==> src/rtl/bmc_pkg.sv <==
package bmc_pkg;
  localparam int BYTE_W   = 8;
  localparam int ADDR_W   = 2 * BYTE_W;
  localparam int FLD_W    = 3;
  localparam int STEP_W   = 3;
  localparam logic [FLD_W-1:0] PC_REG_IDX = 3'd7;

  localparam logic [BYTE_W-1:0] UPC_FETCH = 8'hF0;
  localparam logic [BYTE_W-1:0] UPC_PCU   = 8'hF8;
  localparam logic [BYTE_W-1:0] UPC_HALT  = 8'hFF;

  localparam logic [BYTE_W-FLD_W-1:0] OPC_MOVI = 5'b01010;
  localparam logic [BYTE_W-FLD_W-1:0] OPC_ADDX = 5'b01100;
  localparam logic [BYTE_W-FLD_W-1:0] OPC_ADDR = 5'b01110;

  typedef enum logic [2:0] {
    AS_PC, AS_PC1, AS_X, AS_X1, AS_RLO, AS_RHI, AS_R7LO, AS_R7HI
  } asel_t;

  typedef enum logic [2:0] {
    AC_NONE, AC_LD_LO_CLR, AC_LD_LO, AC_LD_HI, AC_ADD_LO, AC_ADD_HI, AC_PC_INC
  } acop_t;

  typedef enum logic [2:0] {
    SQ_NEXT, SQ_TO_PCU, SQ_TO_FETCH1, SQ_DISP1, SQ_DISP2, SQ_HOLD
  } sq_t;

  typedef struct packed {
    asel_t asel;
    logic  rd;
    logic  wr;
    logic  wsel_hi;
    acop_t acop;
    logic  pc_ld;
    sq_t   sq;
    logic  halt;
  } uword_t;
endpackage

==> src/rtl/bmc_adder.sv <==
module bmc_adder #(
  parameter int W = 8
) (
  input  logic [W-1:0] a,
  input  logic [W-1:0] b,
  input  logic         cin,
  output logic [W-1:0] sum,
  output logic         cout
);
  logic [W:0] full;
  always_comb full = {1'b0, a} + {1'b0, b} + {{W{1'b0}}, cin};
  assign sum  = full[W-1:0];
  assign cout = full[W];
endmodule

==> src/rtl/bmc_agen.sv <==
module bmc_agen
  import bmc_pkg::*;
(
  input  asel_t              asel,
  input  logic [ADDR_W-1:0]  pc,
  input  logic [ADDR_W-1:0]  idx_base,
  input  logic [ADDR_W-1:0]  ws_base,
  input  logic [FLD_W-1:0]   fld,
  output logic [ADDR_W-1:0]  addr
);
  localparam int PAD = ADDR_W - FLD_W - 1;
  logic [ADDR_W-1:0] disp, roff, r7off;

  always_comb begin
    disp  = {{(ADDR_W-FLD_W){1'b0}}, fld};
    roff  = {{PAD{1'b0}}, fld, 1'b0};
    r7off = {{PAD{1'b0}}, PC_REG_IDX, 1'b0};
    case (asel)
      AS_PC:   addr = pc;
      AS_PC1:  addr = {pc[ADDR_W-1:1], 1'b1};
      AS_X:    addr = idx_base + disp;
      AS_X1:   addr = idx_base + disp + 1'b1;
      AS_RLO:  addr = ws_base + roff;
      AS_RHI:  addr = ws_base + roff + 1'b1;
      AS_R7LO: addr = ws_base + r7off;
      default: addr = ws_base + r7off + 1'b1;
    endcase
  end
endmodule

==> src/rtl/bmc_ucode.sv <==
module bmc_ucode
  import bmc_pkg::*;
(
  input  logic [BYTE_W-1:0] upc,
  input  logic [STEP_W-1:0] step,
  output uword_t            uw
);
  always_comb begin
    uw.asel    = AS_PC;
    uw.rd      = 1'b0;
    uw.wr      = 1'b0;
    uw.wsel_hi = 1'b0;
    uw.acop    = AC_NONE;
    uw.pc_ld   = 1'b0;
    uw.sq      = SQ_NEXT;
    uw.halt    = 1'b0;
    if (upc == UPC_FETCH) begin
      if (step == '0) uw.rd = 1'b1;
      else            uw.sq = SQ_DISP1;
    end else if (upc == UPC_PCU) begin
      case (step)
        3'd0: begin uw.acop = AC_PC_INC; uw.asel = AS_R7HI; uw.rd = 1'b1; end
        3'd1: uw.acop = AC_LD_HI;
        3'd2: begin uw.pc_ld = 1'b1; uw.wr = 1'b1; uw.asel = AS_R7LO; end
        3'd3: begin uw.wr = 1'b1; uw.wsel_hi = 1'b1; uw.asel = AS_R7HI; end
        default: begin uw.rd = 1'b1; uw.asel = AS_PC; uw.sq = SQ_TO_FETCH1; end
      endcase
    end else begin
      case (upc[BYTE_W-1:FLD_W])
        OPC_MOVI: case (step)
          3'd0: begin uw.asel = AS_PC1; uw.rd = 1'b1; end
          3'd1: uw.acop = AC_LD_LO_CLR;
          3'd2: begin uw.asel = AS_RLO; uw.wr = 1'b1; end
          default: begin
            uw.asel = AS_RHI; uw.wr = 1'b1; uw.wsel_hi = 1'b1; uw.sq = SQ_TO_PCU;
          end
        endcase
        OPC_ADDX: case (step)
          3'd0: begin uw.asel = AS_X; uw.rd = 1'b1; end
          3'd1: begin uw.acop = AC_LD_LO; uw.asel = AS_X1; uw.rd = 1'b1; end
          3'd2: begin uw.acop = AC_LD_HI; uw.asel = AS_PC1; uw.rd = 1'b1; end
          default: uw.sq = SQ_DISP2;
        endcase
        OPC_ADDR: case (step)
          3'd0: begin uw.asel = AS_RLO; uw.rd = 1'b1; end
          3'd1: begin uw.acop = AC_ADD_LO; uw.asel = AS_RHI; uw.rd = 1'b1; end
          3'd2: uw.acop = AC_ADD_HI;
          3'd3: begin uw.asel = AS_RLO; uw.wr = 1'b1; end
          default: begin
            uw.asel = AS_RHI; uw.wr = 1'b1; uw.wsel_hi = 1'b1; uw.sq = SQ_TO_PCU;
          end
        endcase
        default: begin uw.halt = 1'b1; uw.sq = SQ_HOLD; end
      endcase
    end
  end
endmodule

==> src/rtl/bmc_core.sv <==
module bmc_core
  import bmc_pkg::*;
#(
  parameter int PC_STEP = 2
) (
  input  logic              clk,
  input  logic              rst_n,
  input  logic [ADDR_W-1:0] ws_base,
  input  logic [ADDR_W-1:0] idx_base,
  output logic [ADDR_W-1:0] bus_addr,
  output logic              bus_rd,
  output logic              bus_wr,
  output logic [BYTE_W-1:0] bus_wdata,
  input  logic [BYTE_W-1:0] bus_rdata,
  output logic              halted
);
  localparam logic [BYTE_W-1:0] PC_INC_K = BYTE_W'(PC_STEP);

  logic [1:0] rst_pipe;
  logic       rst_s;

  always_ff @(posedge clk or negedge rst_n) begin
    if (!rst_n) rst_pipe <= 2'b00;
    else        rst_pipe <= {rst_pipe[0], 1'b1};
  end
  assign rst_s = rst_pipe[1];

  logic [ADDR_W-1:0] pc_q, pc_d;
  logic [BYTE_W-1:0] acc_lo_q, acc_lo_d, acc_hi_q, acc_hi_d;
  logic              cy_q, cy_d;
  logic [BYTE_W-1:0] upc_q, upc_d;
  logic [STEP_W-1:0] step_q, step_d;
  logic              upc_en;

  uword_t            uw;
  logic [BYTE_W-1:0] add_a, add_b, add_sum;
  logic              add_cin, add_cout;
  logic              lgl_first, lgl_second;

  bmc_ucode u_ucode (.upc(upc_q), .step(step_q), .uw(uw));

  bmc_agen u_agen (
    .asel(uw.asel), .pc(pc_q), .idx_base(idx_base), .ws_base(ws_base),
    .fld(upc_q[FLD_W-1:0]), .addr(bus_addr)
  );

  bmc_adder #(.W(BYTE_W)) u_add (
    .a(add_a), .b(add_b), .cin(add_cin), .sum(add_sum), .cout(add_cout)
  );

  always_comb begin
    add_a   = acc_lo_q;
    add_b   = bus_rdata;
    add_cin = 1'b0;
    case (uw.acop)
      AC_ADD_HI: begin add_a = acc_hi_q; add_cin = cy_q; end
      AC_PC_INC: begin add_a = PC_INC_K; add_b = pc_q[BYTE_W-1:0]; end
      default: ;
    endcase
  end

  always_comb begin
    lgl_first  = (bus_rdata[BYTE_W-1:FLD_W] == OPC_MOVI) ||
                 (bus_rdata[BYTE_W-1:FLD_W] == OPC_ADDX);
    lgl_second = (bus_rdata[BYTE_W-1:FLD_W] == OPC_ADDR);
  end

  always_comb begin
    pc_d     = pc_q;
    acc_lo_d = acc_lo_q;
    acc_hi_d = acc_hi_q;
    cy_d     = cy_q;
    upc_d    = upc_q;
    step_d   = step_q;
    case (uw.acop)
      AC_LD_LO_CLR: begin acc_lo_d = bus_rdata; acc_hi_d = '0; end
      AC_LD_LO:     acc_lo_d = bus_rdata;
      AC_LD_HI:     acc_hi_d = bus_rdata;
      AC_ADD_LO:    begin acc_lo_d = add_sum; cy_d = add_cout; end
      AC_ADD_HI:    acc_hi_d = add_sum;
      AC_PC_INC:    acc_lo_d = add_sum;
      default: ;
    endcase
    if (uw.pc_ld) pc_d = {acc_hi_q, acc_lo_q};
    case (uw.sq)
      SQ_NEXT:      step_d = step_q + 1'b1;
      SQ_TO_PCU:    begin upc_d = UPC_PCU; step_d = '0; end
      SQ_TO_FETCH1: begin upc_d = UPC_FETCH; step_d = STEP_W'(1); end
      SQ_DISP1:     begin upc_d = lgl_first  ? bus_rdata : UPC_HALT; step_d = '0; end
      SQ_DISP2:     begin upc_d = lgl_second ? bus_rdata : UPC_HALT; step_d = '0; end
      default: ;
    endcase
  end

  assign upc_en = rst_s && !uw.halt;

  always_ff @(posedge clk or negedge rst_n) begin
    if (!rst_n) begin
      pc_q     <= '0;
      acc_lo_q <= '0;
      acc_hi_q <= '0;
      cy_q     <= 1'b0;
      upc_q    <= UPC_FETCH;
      step_q   <= '0;
    end else if (upc_en) begin
      pc_q     <= pc_d;
      acc_lo_q <= acc_lo_d;
      acc_hi_q <= acc_hi_d;
      cy_q     <= cy_d;
      upc_q    <= upc_d;
      step_q   <= step_d;
    end
  end

  assign bus_rd    = uw.rd && rst_s;
  assign bus_wr    = uw.wr && rst_s;
  assign bus_wdata = uw.wsel_hi ? acc_hi_q : acc_lo_q;
  assign halted    = (upc_q == UPC_HALT);

  // one bus direction per cycle
  p_rw_excl_r5: assert property (@(posedge clk) disable iff (!rst_s)
    !(bus_rd && bus_wr));

  // a high-byte write follows the low-byte write one cycle earlier
  p_hi_after_lo_r5: assert property (@(posedge clk) disable iff (!rst_s)
    (bus_wr && uw.wsel_hi) |-> ($past(bus_wr) && ($past(bus_addr) + 1'b1 == bus_addr)));

  // opcode fetch addresses are even
  p_fetch_even_r7: assert property (@(posedge clk) disable iff (!rst_s)
    (bus_rd && ((upc_q == UPC_FETCH && step_q == '0) ||
                (upc_q == UPC_PCU && step_q == STEP_W'(4)))) |-> !bus_addr[0]);

  // halt is sticky
  p_halt_sticky_r9: assert property (@(posedge clk) disable iff (!rst_s)
    halted |=> halted);

  // halted engine leaves the bus alone
  p_halt_quiet_r9: assert property (@(posedge clk) disable iff (!rst_s)
    halted |-> (!bus_rd && !bus_wr));
endmodule

==> config.mk <==
export PLATFORM = sky130hd
export DESIGN_NAME = bmc_core
export DESIGN_NICKNAME = d
export VERILOG_FILES = /design/src/rtl/bmc_pkg.sv /design/src/rtl/bmc_adder.sv /design/src/rtl/bmc_agen.sv /design/src/rtl/bmc_ucode.sv /design/src/rtl/bmc_core.sv
export SDC_FILE = /design/constraint.sdc
export NUM_CORES = 1
export LEC_CHECK = 0
export BUFFER_PORTS_ARGS = -buffer_cell sky130_fd_sc_hd__buf_2
export CAP_MARGIN = 5
export CORE_ASPECT_RATIO = 1.5
export CORE_MARGIN = 5
export CORE_UTILIZATION = 40
export CTS_CLUSTER_DIAMETER = 80
export CTS_CLUSTER_SIZE = 30
export DETAILED_ROUTE_END_ITERATION = 7
export GPL_ROUTABILITY_DRIVEN = 0
export GPL_TIMING_DRIVEN = 0
export MAX_ROUTING_LAYER = met4
export PLACE_DENSITY_LB_ADDON = 0.05
export SLEW_MARGIN = 20
export SYNTH_ARGS = -nofsm -noshare
export SYNTH_HDL_FRONTEND = slang
export SYNTH_SLANG_ARGS = --single-unit
==> constraint.sdc <==
create_clock -name clk -period 4.92 [get_ports clk]
set_input_delay 0 -clock clk [delete_from_list [all_inputs] [get_ports clk]]
set_output_delay 0 -clock clk [all_outputs]
set_load 0.05 [all_outputs]
==> results of run 1 <==
worst max-delay path, stage by stage, from the launching register on:
cell and delay [ns]:
dfstp_2 0.57, and3b_1 0.21, and2_1 0.17, nand3_1 0.12, o21ai_0 0.13, a31oi_2 0.28, nand2_1 0.16, nor2_4 0.24
clkbuf_2 0.30, mux2_2 0.38, fa_1 0.41, a21o_1 0.19, a21oi_1 0.26, o21ai_0 0.14, a21oi_1 0.25, o21bai_1 0.10
a21oi_1 0.18, xnor2_1 0.17, a22oi_1 0.10, a21oi_1 0.17
metrics by stage:
| step | power (mW) | setup slack [ns] | cell area (um^2) | hold slack, ns |
|---|---|---|---|---|
| 6_report | 0.963 | 0.291 | 5900 | 0.0715 |
| 5_1_grt | 1.00 | 0.00919 | 5900 | 0.0709 |
| 4_1_cts | 0.974 | 0.0486 | 5870 | 0.0606 |
| 3_5_place_dp | 0.562 | -0.0668 | 5690 | 0.259 |
| 3_3_place_gp | 0.559 | -0.0206 | 5670 | 0.240 |
| 2_1_floorplan | 0.498 | 0.835 | 5180 | -0.296 |
cells by family (layout without fill, tap and decap cells):
| group | count (synthesis) | after routing |
|---|---|---|
| other | 1 | 1 |
| and+or+nand+nor | 231 | 231 |
| AOI/OAI and AO/OA | 202 | 202 |
| muxes | 42 | 42 |
| xor gates and xnor gates | 56 | 56 |
| DFF | 46 | 46 |
| adders and majority gates | 24 | 24 |
| buffers and inverters | 49 | 118 |
metal layers:
layer / share of wire [%] / wire, um / vias up
met3: 5.5 / 1030 / 87
met4: 6.7 / 1250 / 0
li1: - / - / 2549
met1: 37 / 6860 / 2569
met2: 51 / 9560 / 265
met5: 0 / 0 / -
registers in the layout (all words and copies together) (netlist names):
name	count
rst_pipe	2
acc_lo_q	8
cy_q	1
acc_hi_q	8
step_q	3
upc_q	8
pc_q	16
layout by cell type, fill, tap and decap left out, types with 4 or more instances in the layout:
cell	instances
a211oi_1	8
nor3b_1	8
a21oi_1	59
mux2_2	34
a221oi_1	4
clkbuf_1	22
buf_6	4
nand2b_1	7
clkbuf_16	5
or2_2	5
nand2_1	64
nor2b_1	5
xnor2_1	38
xor2_1	18
nor3_1	11
buf_2	62
buf_4	4
dfrtp_1	42
nand4_1	11
o21ai_0	35
inv_1	15
o211ai_1	6
ha_1	20
and2_1	5
mux2i_1	8
o31ai_1	4
nand3_1	19
nor2_1	64
o22ai_1	21
dfstp_2	4
a22oi_1	22
fa_1	4
power by group:
group          switching [mW]  internal [mW]  total, mW
clock                   0.162          0.244      0.405
sequential           0.000954          0.379      0.380
combinational           0.110         0.0677      0.178
total                   0.273          0.690      0.963
worst max-delay path by stage:
| stage | start | end | slack [ns] | depth (start not counted) |
|---|---|---|---|---|
| final | upc_q[5] | acc_hi_q[7] | 0.29 | 19 |
| after global routing | upc_q[1] | acc_hi_q[7] | 0.009 | 17 |
| after CTS | upc_q[5] | acc_hi_q[7] | 0.05 | 19 |
| after detailed placement | upc_q[5] | acc_hi_q[7] | -0.07 | 19 |
| after global placement | upc_q[5] | acc_hi_q[7] | -0.02 | 19 |
| after floorplan | upc_q[5] | acc_hi_q[7] | 0.84 | 19 |
final cells by class:
type                    count  area share, %
multi-input cells         556           64.8
clock inverters             3          0.827
well taps                 159           3.37
inverters                  15          0.955
clock buffers               5           2.12
repair buffers             61           5.35
flip-flops and latches     46           19.6
plain buffers              34           2.93
what timing repair did:
action,4_1_cts,5_1_grt
hold buffers,1,0
endpoints found under the setup margin,5,8
resized for setup,1,4
endpoints found under the hold margin,42,0
==> flow_summary.json, run 1 <==
{
  "status": "finished clean",
  "n_antenna_cell": 0,
  "dp.cells": 870,
  "area_delta_synth_final_pct": 13.9,
  "stdcell_count": 879,
  "grt_max_degree": 47,
  "initial_core_util_pct": 40.4,
  "cts_root_buf": "clkbuf_16",
  "synth_top_area_cell": "dfrtp_1",
  "drv_cap": 0,
  "skew_ns": 0.00397,
  "firstDrtPassIters": 5,
  "clk_pin_slew_worst_paths_ns": 0.07,
  "vdd_ir_drop_max_mv": 0.162,
  "htree_levels": 2,
  "port_buffers": 59,
  "worst_slew_pin_slew_ns": 1.02,
  "cp-start-kind": "flip-flop",
  "wire_per_inst_um": 21.3,
  "synth.mux.area_fraction_pct": 8.94,
  "crit_required_ns": 5.14,
  "rrSetupSlack_ns": 0.29,
  "ys.warnings.count": 0,
  "nFillCells": 1312,
  "tns_ns": 0,
  "slew-limit-headroom_pct": 31.3,
  "hold_viol": 0,
  "grt_usage_pct": 25.1,
  "crit_fanout": 10,
  "hp-class": "in -> reg",
  "synthXorXnorAreaFrac_pct": 9.47,
  "drc": 0,
  "worstRegToRegCells": 19,
  "endpoint_kind": "flip-flop",
  "drive_gt1_share_pct": 20.6,
  "yosysTopAreaCellShare_pct": 20.3,
  "grt-ovfl-total": 0,
  "min_path_cells": 3,
  "grt_util_met1_pct": 27.1,
  "grt_use_met3_pct": 2.11,
  "fp.coreArea_um2": 12800,
  "synth_compound_area_share_pct": 26.2,
  "grt_pass1_vias": 5494,
  "power_density_nw_per_um2": 163,
  "grt_pass1_wl_um": 28900,
  "cts_buffers": 5,
  "seqCellArea_um2": 1160,
  "worstPathArrival_ns": 4.85,
  "synthesis.area_um2": 5180,
  "fin_util_pct": 46.0,
  "die-area_um2": 15400,
  "syn-num-nets": 717,
  "rows": 51,
  "worstSkewPairLatency_ns": 0.29,
  "vias": 5470,
  "antenna_found_initial": 0,
  "synth_adder_area_share_pct": 6.38,
  "drt_wl_total_um": 18700,
  "ys_seq_area_share_pct": 22.3,
  "viasPerCell": 6.22,
  "clock_sinks": 46,
  "io-pin-count": 69,
  "r2r_end": "acc_hi_q[7]",
  "yosysUniqueCellTypes": 81,
  "multiInputGateArea_um2": 3820,
  "synth-simple-area-share_pct": 22.2,
  "synth_top_family_by_area": "compound AO/OA/AOI/OAI gates",
  "synth_area_leaders": "dfrtp_1 20%, mux2_2 7.4%, xnor2_1 6.4%, a21oi_1 5.7%, ha_1 4.8%",
  "fin_crit_sh_pct": 94.1,
  "cts_tree": "yes",
  "yosysMostFrequentCell": "nor2_1",
  "busiest_layer": "met2",
  "finalSetupViolCount": 0,
  "cts_max_path_buffers": 2,
  "grt_use_met2_pct": 43.1,
  "async_flop_share_pct": 100,
  "synth-seq-cells": 46,
  "die_y_um": 149,
  "hpwl_um": 14800,
  "drt_iter0_markers": 320,
  "fmax_mhz": 216,
  "die_w_um": 103,
  "rsz0062_at_grt": "no",
  "synth.avg_cell_area_um2": 7.96,
  "hold_path_end": "acc_hi_q[1]",
  "reg2reg_from": "upc_q[5]",
  "synth_edf_count": 0,
  "syn_inst": 651,
  "synth_common_cells": "65 x nor2_1, 64 x nand2_1, 59 x a21oi_1",
  "path_class": "reg -> reg",
  "leakagePower_nw": 2.31,
  "synthFlopType": "dfrtp_1",
  "min_period_ns": 4.63,
  "hp-start": "bus_rdata[1]",
  "drv_slew": 0,
  "cts_setup_buffers": 0,
  "nNetsFinal": 785,
  "drtAntennaViolNets": 0
}
Note: power is estimated with default switching activity, not from simulation.
==> inputs of run 2 (changes only) <==
--- a/config.mk
+++ b/config.mk
@@ -7,9 +7,9 @@
 export LEC_CHECK = 0
 export BUFFER_PORTS_ARGS = -buffer_cell sky130_fd_sc_hd__buf_2
 export CAP_MARGIN = 5
-export CORE_ASPECT_RATIO = 1.5
-export CORE_MARGIN = 5
-export CORE_UTILIZATION = 40
+export CORE_ASPECT_RATIO = 1.2
+export CORE_MARGIN = 4
+export CORE_UTILIZATION = 55
 export CTS_CLUSTER_DIAMETER = 80
 export CTS_CLUSTER_SIZE = 30
 export DETAILED_ROUTE_END_ITERATION = 7
==> run 2 against run 1 <==
- utilization grew 17 points
- design area shrank 2.1%
- combinational power about the same
- global-route usage is 6.6 points higher
- total power is 11% lower
- sequential power about the same
- largest cell class unchanged
- sequential share of layout area grew 0.42 points
- critical endpoint is now bus_addr[12]
- routed wire length fell by 10%
- critical path type is now reg -> out
- final cell count down 4.6%
- count of clock-buffer cells in the layout unchanged
==> flow_summary.json, run 2 (synthesized netlist as in run 1, its figures left out) <==
{
  "cts_root_buf": "clkbuf_8",
  "worstRegToRegCells": 19,
  "grt_usage_pct": 31.7,
  "worst_slew_pin_slew_ns": 1.05,
  "area_delta_synth_final_pct": 11.5,
  "stdcell_count": 839,
  "path_class": "reg -> out",
  "clock_sinks": 46,
  "n_antenna_cell": 0,
  "postPlaceCellArea_um2": 5630,
  "grt_pass1_vias": 5323,
  "crit_chain": "ha_1 -> ha_1 -> clkbuf_1 -> nand2b_1 -> o22a_1 -> o221ai_2 -> clkbuf_1 -> nor3_1 -> a22oi_1 -> o311ai_0 -> nor2_1 -> a21oi_1 -> buf_2",
  "fin_util_pct": 63.3,
  "final_cell_mix": "64 x nor2_1, 64 x nand2_1, 62 x buf_2",
  "drc": 0,
  "firstDrtPassIters": 7,
  "tns_ns": 0,
  "fin_area_um2": 5780,
  "crit_required_ns": 4.92,
  "status": "finished clean",
  "cp_slowest_stage_delay_ns": 0.90,
  "drv_slew": 0,
  "drive_gt1_share_pct": 20.2,
  "drt_wl_total_um": 16700,
  "wire_per_inst_um": 19.9,
  "die_w_um": 96.6,
  "grt_max_degree": 47,
  "grt_pass1_wl_um": 26500,
  "hpwl_um": 12900,
  "nFillCells": 877,
  "hp-class": "in -> reg",
  "rsz0062_at_grt": "no",
  "fp.coreArea_um2": 9130,
  "finalSetupViolCount": 0,
  "cp-start-kind": "flip-flop",
  "largest_reg_flops": 16,
  "dp.cells": 830,
  "cts_buffers": 5,
  "hold_viol": 0,
  "seqCellArea_um2": 1160,
  "worstSkewPairLatency_ns": 0.31,
  "rows": 38,
  "regMostFlops": "pc_q",
  "fmax_mhz": 220,
  "vias": 5483,
  "viasPerCell": 6.54,
  "grt-ovfl-total": 0,
  "cts_setup_buffers": 0,
  "slew-limit-headroom_pct": 29.5,
  "clk_pin_slew_worst_paths_ns": 0.10,
  "htree_levels": 2,
  "min_path_cells": 3,
  "cts_tree": "yes",
  "endpoint_kind": "primary output",
  "io-pin-count": 69,
  "nNetsFinal": 784,
  "drv_cap": 0,
  "cts_max_path_buffers": 2,
  "crit_fanout": 10,
  "min_period_ns": 4.54,
  "skew_ns": 0.0112,
  "die_y_um": 114,
  "leakagePower_nw": 2.28,
  "multiInputGateArea_um2": 3810,
  "fin_crit_sh_pct": 92.4,
  "drtAntennaViolNets": 0,
  "worstPathArrival_ns": 4.54,
  "drt_iter0_markers": 487,
  "initial_core_util_pct": 56.7,
  "port_buffers": 59,
  "power_density_nw_per_um2": 149,
  "crit_slowest_cell": "nor3_1",
  "antenna_found_initial": 0,
  "die-area_um2": 11000,
  "vdd_ir_drop_max_mv": 0.238
}
[run 2: area by class of cell]
type	count	area share [%]
multi-input combinational	556	66.1
sequential	46	20.0
timing repair buffer	60	5.33
buffer	34	2.99
tap	120	2.60
clock buffer	5	1.19
inverter	15	0.975
clock inverter	3	0.845
[run 2: metrics by stage]
stage               power (mW)  hold WS (ns)  setup slack, ns
floorplan                0.498        -0.296            0.835
global placement         0.553         0.230            0.215
detailed placement       0.557         0.229            0.162
CTS                      0.863        0.0273           0.0933
global route             0.897        0.0319            0.106
finish                   0.858        0.0366            0.376
[run 2: metal layers]
layer	up-vias	global-route usage (%)	wire length (um)
li1	2542	-	-
met1	2537	38.4	6450
met2	338	51.3	8020
met3	66	4.01	1490
met4	0	16.2	772
met5	-	-	0
[run 2: what timing repair did]
item	CTS	global route
resized for setup	0	5
hold endpoints to repair	42	0
endpoints found under the setup margin	0	6
hold buffers	1	0
[run 2: final timing paths]
kind                               from            to  slack [ns]
setup / recovery              step_q[1]  bus_addr[12]        0.38
hold / removal             bus_rdata[3]   acc_lo_q[3]        0.04
setup reg to reg               upc_q[5]   acc_hi_q[7]        0.45
hold reg to reg             rst_pipe[0]   rst_pipe[1]        0.36
max in group asynchronous         rst_n       pc_q[5]        4.29
min in group asynchronous         rst_n     step_q[1]        0.22
[run 2: power breakdown]
group          internal [mW]  total [mW]  switching, mW
Combinational         0.0677       0.177          0.109
Clock                  0.155       0.302          0.147
Sequential             0.379       0.380       0.000836
[run 2: critical path, delay by kind of cell, from the launching register on]
| family | cells | cell delay (ns) |
|---|---|---|
| compound gates | 5 | 1.30 |
| flops | 1 | 0.48 |
| fa+ha+maj | 2 | 0.32 |
| simple gates | 3 | 1.19 |
| buf+inv | 3 | 0.93 |
